$ cat src/rtl/irq_merge_pkg.sv
package irq_merge_pkg;

    localparam int SRC_COUNT   = 8;
    localparam int REG_WIDTH   = 16;
    localparam int SYNC_DEPTH  = 2;

    typedef struct packed {
        logic                 en;
        logic [SRC_COUNT-1:0] mask;
    } clr_req_t;

    typedef struct packed {
        logic [SRC_COUNT-1:0] bits;
        logic                 dropped;
    } stat_upd_t;

    function automatic logic [REG_WIDTH-1:0] pack_status(input logic [SRC_COUNT-1:0] s);
        return {{(REG_WIDTH-SRC_COUNT){1'b0}}, s};
    endfunction

endpackage

$ cat src/rtl/irq_edge_sync.sv
module irq_edge_sync #(
    parameter int N_SRC  = irq_merge_pkg::SRC_COUNT,
    parameter int STAGES = irq_merge_pkg::SYNC_DEPTH
) (
    input  logic             clk,
    input  logic             rst,
    input  logic [N_SRC-1:0] raw,
    output logic [N_SRC-1:0] rise
);
    for (genvar i = 0; i < N_SRC; i++) begin : g_line
        logic [STAGES:0] chain;
        always_ff @(posedge clk) begin
            if (rst) chain <= '0;
            else     chain <= {chain[STAGES-1:0], raw[i]};
        end
        assign rise[i] = chain[STAGES-1] & ~chain[STAGES];
    end
endmodule

$ cat src/rtl/irq_status_bank.sv
module irq_status_bank
    import irq_merge_pkg::*;
#(
    parameter int N_SRC = SRC_COUNT
) (
    input  logic             clk,
    input  logic             rst,
    input  logic [N_SRC-1:0] rise,
    input  logic             clr_en,
    input  logic [N_SRC-1:0] clr_mask,
    output logic [N_SRC-1:0] status,
    output logic [N_SRC-1:0] status_next,
    output logic             dropped
);
    logic [N_SRC-1:0] clr_eff;

    always_comb begin
        clr_eff     = clr_en ? clr_mask : '0;
        status_next = (status & ~clr_eff) | rise;
        dropped     = |(status & clr_eff & ~rise);
    end

    always_ff @(posedge clk) begin
        if (rst) status <= '0;
        else     status <= status_next;
    end
endmodule

$ cat src/rtl/rearm_gap_timer.sv
module rearm_gap_timer #(
    parameter int GAP_CYCLES = 30
) (
    input  logic clk,
    input  logic rst,
    input  logic start,
    output logic idle_next
);
    localparam int CW = $clog2(GAP_CYCLES + 1);

    logic [CW-1:0] cnt, cnt_next;

    always_comb begin
        if (start)          cnt_next = CW'(GAP_CYCLES);
        else if (cnt != '0) cnt_next = cnt - 1'b1;
        else                cnt_next = '0;
        idle_next = (cnt_next == '0);
    end

    always_ff @(posedge clk) begin
        if (rst) cnt <= '0;
        else     cnt <= cnt_next;
    end
endmodule

$ cat src/rtl/irq_merge_gap.sv
module irq_merge_gap
    import irq_merge_pkg::*;
#(
    parameter int N_SRC      = SRC_COUNT,
    parameter int DATA_W     = REG_WIDTH,
    parameter int GAP_CYCLES = 30
) (
    input  logic              clk,
    input  logic              rst,
    input  logic [N_SRC-1:0]  irq_in,
    input  logic              reg_wr,
    input  logic [DATA_W-1:0] reg_wdata,
    output logic [DATA_W-1:0] reg_rdata,
    output logic              irq_out
);
    logic [N_SRC-1:0] rise;
    clr_req_t         req;
    stat_upd_t        upd;
    logic [N_SRC-1:0] status;
    logic             idle_next;
    logic             irq_q;

    assign req.en   = reg_wr;
    assign req.mask = reg_wdata[N_SRC-1:0];

    irq_edge_sync #(.N_SRC(N_SRC), .STAGES(SYNC_DEPTH)) u_sync (
        .clk(clk), .rst(rst), .raw(irq_in), .rise(rise)
    );

    irq_status_bank #(.N_SRC(N_SRC)) u_bank (
        .clk(clk), .rst(rst), .rise(rise),
        .clr_en(req.en), .clr_mask(req.mask),
        .status(status), .status_next(upd.bits), .dropped(upd.dropped)
    );

    rearm_gap_timer #(.GAP_CYCLES(GAP_CYCLES)) u_gap (
        .clk(clk), .rst(rst), .start(upd.dropped), .idle_next(idle_next)
    );

    always_ff @(posedge clk) begin
        if (rst) irq_q <= 1'b0;
        else     irq_q <= (|upd.bits) & idle_next;
    end

    assign irq_out   = irq_q;
    assign reg_rdata = {{(DATA_W-N_SRC){1'b0}}, status};
endmodule

$ cat config.mk
export PLATFORM = sky130hd
export DESIGN_NAME = irq_merge_gap
export DESIGN_NICKNAME = d
export VERILOG_FILES = /design/src/rtl/irq_merge_pkg.sv /design/src/rtl/irq_edge_sync.sv /design/src/rtl/irq_status_bank.sv /design/src/rtl/rearm_gap_timer.sv /design/src/rtl/irq_merge_gap.sv
export SDC_FILE = /design/constraint.sdc
export NUM_CORES = 1
export LEC_CHECK = 0
export BUFFER_PORTS_ARGS = -buffer_cell sky130_fd_sc_hd__buf_2
export CORE_ASPECT_RATIO = 0.9
export CORE_MARGIN = 4
export CORE_UTILIZATION = 50
export DETAILED_ROUTE_END_ITERATION = 10
export PLACE_DENSITY_LB_ADDON = 0.05
export SYNTH_ARGS = -nofsm -noshare
export SYNTH_HDL_FRONTEND = slang
export SYNTH_HIERARCHICAL = 1
export SYNTH_SLANG_ARGS = --single-unit
$ cat constraint.sdc
create_clock -name clk -period 3.2 [get_ports clk]
set_clock_uncertainty 0.05 [all_clocks]
set_input_delay 0.64 -clock clk [delete_from_list [all_inputs] [get_ports clk]]
set_output_delay 0.64 -clock clk [all_outputs]
set_load 0.02 [all_outputs]
* Word level (Yosys, flattened, before mapping) *
Cells that the tools add are included.

cells by class
  reduce and logical (&&, ||, !) cells = 4
  add/subtract/negate cells = 1
  mux-type cells = 3
  bitwise gates (word level) = 23

operators by type and width
  kind                 count
  $and 8x8->8          3
  $not 8->8            2
  $reduce_or 8->1      2
  $mux 5               2
  $and 1x1->1          9
  $mux 8               1
  $not 1->1            8
  $or 8x8->8           1
  $logic_not 5->1      1
  $reduce_bool 5->1    1
  $sub 5x1->5 const B  1

word-level totals
  logic and storage cells = 42
  input port bits = 27
  register bits after elaboration = 38
  output and inout port bits = 17

* Longest topological paths before layout *
Gate-level depths: netlist of the first run.

  word-level depth = 8
  depth in mapped cells = 8
  gate-level depth less buffers = 8

* Cells and area by module *
The synthesis of the first run kept the hierarchy.

by module, submodules not included
  module           area each (µm²)  cells each  instances  seq. area each (µm²)
  irq_edge_sync    743.2            58          1          480.5
  irq_status_bank  381.6            46          1          160.2
  rearm_gap_timer  251.5            30          1          100.1
  irq_merge_gap    120.1            14          1          20.0

* Worst setup path after synthesis of the first run *
No wires, ideal clock.

  path kind = input port to flip-flop
  start = input port reg_wdata[6]
  end = register irq_q, in the netlist irq_out
  setup time = 0.070 ns
  stages = 7
  path buffers = 0
  data arrival time = 2.001 ns
  required time = 3.080 ns
  path slack = 1.079 ns
  cell sequence = nand3b_1 o21ai_1 o41a_1 or4_4 a21oi_2 nand2b_1 a21oi_1

RTL lines
  item                  RTL line             source
  from (decl)           irq_merge_gap.sv:12  input logic [DATA_W-1:0] reg_wdata,
  to (signal assigned)  irq_merge_gap.sv:42  else irq_q <= (|upd.bits) & idle_next;
  to (decl)             irq_merge_gap.sv:21  logic irq_q;

==> results by group, run 1 <==
Routing
  – Routed WL: 2348 um
  – Avg WL per Cell: about 11 um
  – Via Count: 1035
  – Initial DRC count: 26
  – 1st-pass router iterations: 4
  – Final antenna-violating net count: 0
  – DR vias/cell: ~4.7
  – DRC Markers: 0

Final layout
  – Commonest non-fill, non-tap cell in the layout: dfxtp_1
  – Commonest non-fill, non-tap cells in the layout: dfxtp_1, buf_2, nor2b_1
  – Diode count: 0
  – Share of layout cells above drive strength 1: 0.3073
  – Final nets: between 200 and 250
  – Area growth, synth to finish: 12.37%

Global routing
  – Global-route wire length before repair: 3788 um
  – Number of global-route vias before repair: between 900 and 1000
  – Initial antenna violation count: 0
  – Largest net degree at the start of global routing: 39
  – Gr usage total: 0.1303
  – Congestion Overflow GR: 0

Min path
  – Worst Hold Class: flop to flop

Floorplan
  – Die area: slightly below 4000 um2
  – Io pins: 44
  – # rows: 18
  – Core area: about 2800 um2
  – Die height: 59.90 um
  – Die X: approximately 66 um
  – Initial core utilization: 0.5316

Worst setup path
  – Crit path buffers/inverters: 0
  – Critical Path Max Stage Delay: roughly 0.55 ns
  – Largest fanout on the critical path: 6
  – Crit. End Element: flop
  – WP data arrival: about 2.4 ns
  – Startpoint Class: flop
  – Top Family by Delay on Critical Path: simple AND/OR/NAND/NOR gates
  – Crit path cell chain: nor2b_1, nand3b_1, o21ai_1, o41a_1, or4_4, a21oi_2, nand2b_1, a21oi_1
  – Worst EP required: 3.43 ns
  – Setup CP Type: flop to flop
  – CP max stage cell: or4_4

Timing
  – Total negative slack: 0 ns
  – Fin. Hold Viols: 0
  – Worst Tran Pin Value: between 0.7 and 0.8 ns
  – Tcrit/Tclk final: 0.6922
  – Max-slew violations: 0
  – Min Clock Period, post-route: about 2.2 ns
  – Max_slew headroom: 0.5038
  – RSZ-0062 raised after global routing: no
  – Fmax: around 450 MHz
  – Final Setup Violations: 0

Place
  – HPWL Detailed: around 1700 um
  – Port-buffer cells: 27
  – Routability cong.: 0.7775

Power
  – VDD IR max: 0.3414 mV
  – Final Power: 1.034 mW
  – P_leak: between 0.7 and 0.8 nW
  – Power Dens Cells: 615.1 nW/um2

Logic synthesis
  – Post-synthesis sequential area ratio: 0.5084
  – Synth area leader: dfxtp_1
  – Synth warnings: 6
  – Synth Register Bits: 38
  – Netlist Area Pre-Place: 1496 um2
  – Cells after Synth: 148
  – Top cells by area, synth: dfxtp_1, nor2b_1, nor2b_2, buf_4, nand2_1
  – Top-area cell type share of the netlist area: 0.5084
  – Synthesized area per cell: a little over 10 um2
  – Synth unique cells: 28

CTS
  – CTS tree: done
  – H-tree depth: 2
  – Clk_lat worst skew: around 0.34 ns
  – Clk buf depth: 2
  – Clk pin slew, worst setup/hold paths: between 0.1 and 0.15 ns
  – Root Buffer: clkbuf_4
  – CTS Hold Bufs: 0
  – Num CTS Buffers: 5
  – Post-CTS setup buffers: 0
  – Clk sinks: 38
  – Post-CTS Resized: 0

Run status
  – Outcome: finished, final reports clean

Run
  – Max-Cap Viols: 0
## worst paths after layout
kind	to	start	cells past startpoint	slack, ns
max	irq_out	u_sync/g_line[6].chain[1]	8	0.99
min reg2reg	u_sync/g_line[3].chain[1]	u_sync/g_line[3].chain[0]	1	0.40
min	u_sync/g_line[3].chain[1]	u_sync/g_line[3].chain[0]	1	0.40
max reg2reg	irq_out	u_sync/g_line[6].chain[1]	8	0.99
## final cells by class
cell class	count	area, um2
Inverter	4	15.01
Multi-Input combinational cell	102	653.1
Timing Repair Buffer	27	135.1
Fill cell	265	1134
Sequential cell	38	760.7
Clock buffer	6	51.30
Tap cell	40	50.05
Clock inverter	2	16.27
## kinds of logic after synthesis
kind of cell               share of synthesized area
buffers and inverters                        0.07274
and+or+nand+nor                               0.3077
DFF                                           0.5084
adders and majority gates                   0.008360
AOI/OAI and AO/OA                             0.1003
other                                       0.002506
## Yosys cell counts (all sizes together)
library cell and instances:
a21oi 4, nor2b 37, nand3b 1, nand2b 2
nor2 5, o31a 2, conb 1, o22ai 3
o21ai 2, a21o 8, or3b 1, buf 11
nor4 4, o41a 1, or4 1, nand3 1
nand2 16, o31ai 1, dfxtp 38, inv 4
and2b 4, ha 1
## metrics by stage
stage	utilization	hold WS [ns]	std cells	worst slack [ns]	area, um2
after global routing	0.5973	0.4164	219	0.8600	1682
after detailed placement	0.5733	0.3763	211	0.8346	1614
after floorplan	-	0.3638	155	1.079	1523
after CTS	0.5973	0.4066	219	0.9501	1682
final	0.5973	0.3991	219	0.9850	1682
after global placement	0.5733	0.3681	211	0.8314	1614
## sequential cells by signal (all words and copies together), names as in the netlist
name and count:
u_bank/status 8, u_gap/cnt 5, u_sync/g_line.chain 24, irq_out 1
## metal layers
metal	share of wire	vias to the layer above	track usage	routed length (um)
li1	-	526	-	-
met1	0.46	464	0.1488	1081
met2	0.42	40	0.2100	977
met3	0.11	5	0.05075	252
met4	0.015	0	0.07101	36
met5	0	-	0	0
## report_power, final
part | internal, mW | leakage [nW] | switching (mW)
clock | 0.110 | 0.0349 | 0.161
combinational | 0.102 | 0.450 | 0.116
sequential | 0.516 | 0.312 | 0.0293
(Power assumes the default switching activity.)
==> run 2, diff against run 1 <==
- clock period: 3.2 -> 2.3 ns (I/O delays scaled with it)
==> run 2 against run 1 <==
Critical path depth stayed put. Non-clock buffer count up 3. Via count is 0.68% lower. Sequential cell count unchanged. Cell count up 0.91%. Clock power up 66%. Sequential power is 39% higher. Utilization grew 1.3 points. Worst hold slack worse by 0.12 ns. Wire length is 2.7% higher. Critical endpoint unchanged. Largest power group unchanged. Highest routed layer unchanged.
==> results by group, run 2 (synthesized netlist as in run 1, its figures left out) <==
Worst setup path
  – Crit. End Element: flop
  – Startpoint Class: flop
  – Worst EP required: roughly 2.5 ns
  – WP data arrival: ~2.3 ns
  – Setup CP Type: flop to flop
  – Largest fanout on the critical path: 2

Place
  – Routability cong.: between 0.8 and 0.9
  – HPWL Detailed: roughly 1800 um
  – Dpl ws: 0.1854 ns
  – Port-buffer cells: 27

Final layout
  – # fillers: 259
  – Max reg flops: 24
  – Commonest non-fill, non-tap cells in the layout: dfxtp_1, buf_2, nor2b_1
  – Post-layout util: 0.6102
  – Area growth, synth to finish: 14.80%
  – Largest regs: u_sync/g_line.chain: 24 flops, u_bank/status: 8 flops, u_gap/cnt: 5 flops
  – Share of layout cells above drive strength 1: 0.3149
  – Reg with most FFs: u_sync/g_line.chain
  – Commonest non-fill, non-tap cell in the layout: dfxtp_1
  – Diode count: 0
  – Final nets: about 210

CTS
  – CTS Hold Bufs: 0
  – Clk_lat worst skew: 0.33 ns
  – Clk pin slew, worst setup/hold paths: 0.10 ns
  – H-tree depth: 2
  – Num CTS Buffers: 5
  – Post-CTS setup buffers: 0
  – Clk sinks: 38
  – Post-CTS Resized: 0
  – Root Buffer: clkbuf_4
  – CTS tree: done
  – Clk buf depth: 2

Timing
  – Final setup margin: around 0.18 ns
  – Hold slack: roughly 0.28 ns
  – Fmax: approximately 470 MHz
  – Tcrit/Tclk final: 0.9211
  – Min Clock Period, post-route: approximately 2.1 ns
  – Total negative slack: 0 ns
  – Fin. Hold Viols: 0
  – Final Setup Violations: 0
  – Max-slew violations: 0
  – RSZ-0062 raised after global routing: no

Routing
  – Initial DRC count: between 50 and 60
  – Via Count: between 1000 and 1500
  – Routed WL: about 2400 um
  – Avg WL per Cell: 10.91 um
  – Final antenna-violating net count: 0
  – DRC Markers: 0
  – DR vias/cell: ~4.7
  – 1st-pass router iterations: 4

Global routing
  – Global-route wire length before repair: 4043 um
  – Congestion Overflow GR: 0
  – Initial antenna violation count: 0
  – Number of global-route vias before repair: ~900
  – Largest net degree at the start of global routing: 15
  – Gr usage total: 0.1399

Floorplan
  – Die height: around 60 um
  – Die X: approximately 66 um
  – # rows: 18
  – Initial core utilization: 0.5316
  – Io pins: 44
  – Core area: about 2800 um2
  – Die area: 3933 um2

Power
  – P_leak: a little over 0.8 nW
  – Final Power: between 1.5 and 2 mW
  – Power Dens Cells: between 800 and 900 nW/um2
  – VDD IR max: 0.4176 mV

Min path
  – Worst Hold Class: input port to flop

Run
  – Max-Cap Viols: 0

Run status
  – Outcome: finished, final reports clean
[run 2: cell count changes in the layout (fill, tap and decap cells not counted), sizes merged]
cell	delta
inv	-1
bufinv	+1
clkinvlp	-1
buf	+3
[run 2: cell type report]
class / instances / area, um2 / area share
multi-input cells: 102 / 653.1 / 0.3802
inverters: 4 / 15.01 / 0.008740
repair buffers: 30 / 157.7 / 0.09177
well taps: 40 / 50.05 / 0.02913
flip-flops and latches: 38 / 760.7 / 0.4428
clock inverters: 1 / 30.03 / 0.01748
clock buffers: 6 / 51.30 / 0.02986
[run 2: where the power goes]
group	switching, mW	leakage [nW]	internal [mW]
sequential	0.0407	0.312	0.717
clock	0.198	0.0443	0.253
combinational	0.161	0.465	0.145
[run 2: through the flow]
| stage | instance area [um2] | std cells |
|---|---|---|
| final | 1718 | 221 |
| after global routing | 1718 | 221 |
| after detailed placement | 1637 | 214 |
| after floorplan | 1523 | 155 |
| after global placement | 1637 | 214 |
| after CTS | 1718 | 221 |
[run 2: layer usage]
layer | global-route usage | wire [um] | part of all wire
met1 | 0.1886 | 1165 | 0.48
met2 | 0.1829 | 887 | 0.37
met5 | 0 | 0 | 0
met4 | 0.09763 | 79 | 0.033
met3 | 0.05075 | 278 | 0.12
[run 2: critical path, stage by stage (launching register included)]
cell and delay [ns]:
dfxtp_1 0.34, nor2b_1 0.22, nand3b_1 0.14, o21ai_1 0.07
o41a_1 0.45, or4_4 0.52, a21oi_2 0.11, nand2b_1 0.06
a21oi_1 0.11
[run 2: final timing paths]
check | start | endpoint | slack [ns] | cells past startpoint
worst max-delay path | u_sync/g_line[6].chain[1] | irq_out | 0.18 | 8
worst min-delay path | irq_in[0] | u_sync/g_line[0].chain[0] | 0.28 | 2
worst max register to register | u_sync/g_line[6].chain[1] | irq_out | 0.18 | 8
worst min register to register | u_sync/g_line[2].chain[0] | u_sync/g_line[2].chain[1] | 0.40 | 1
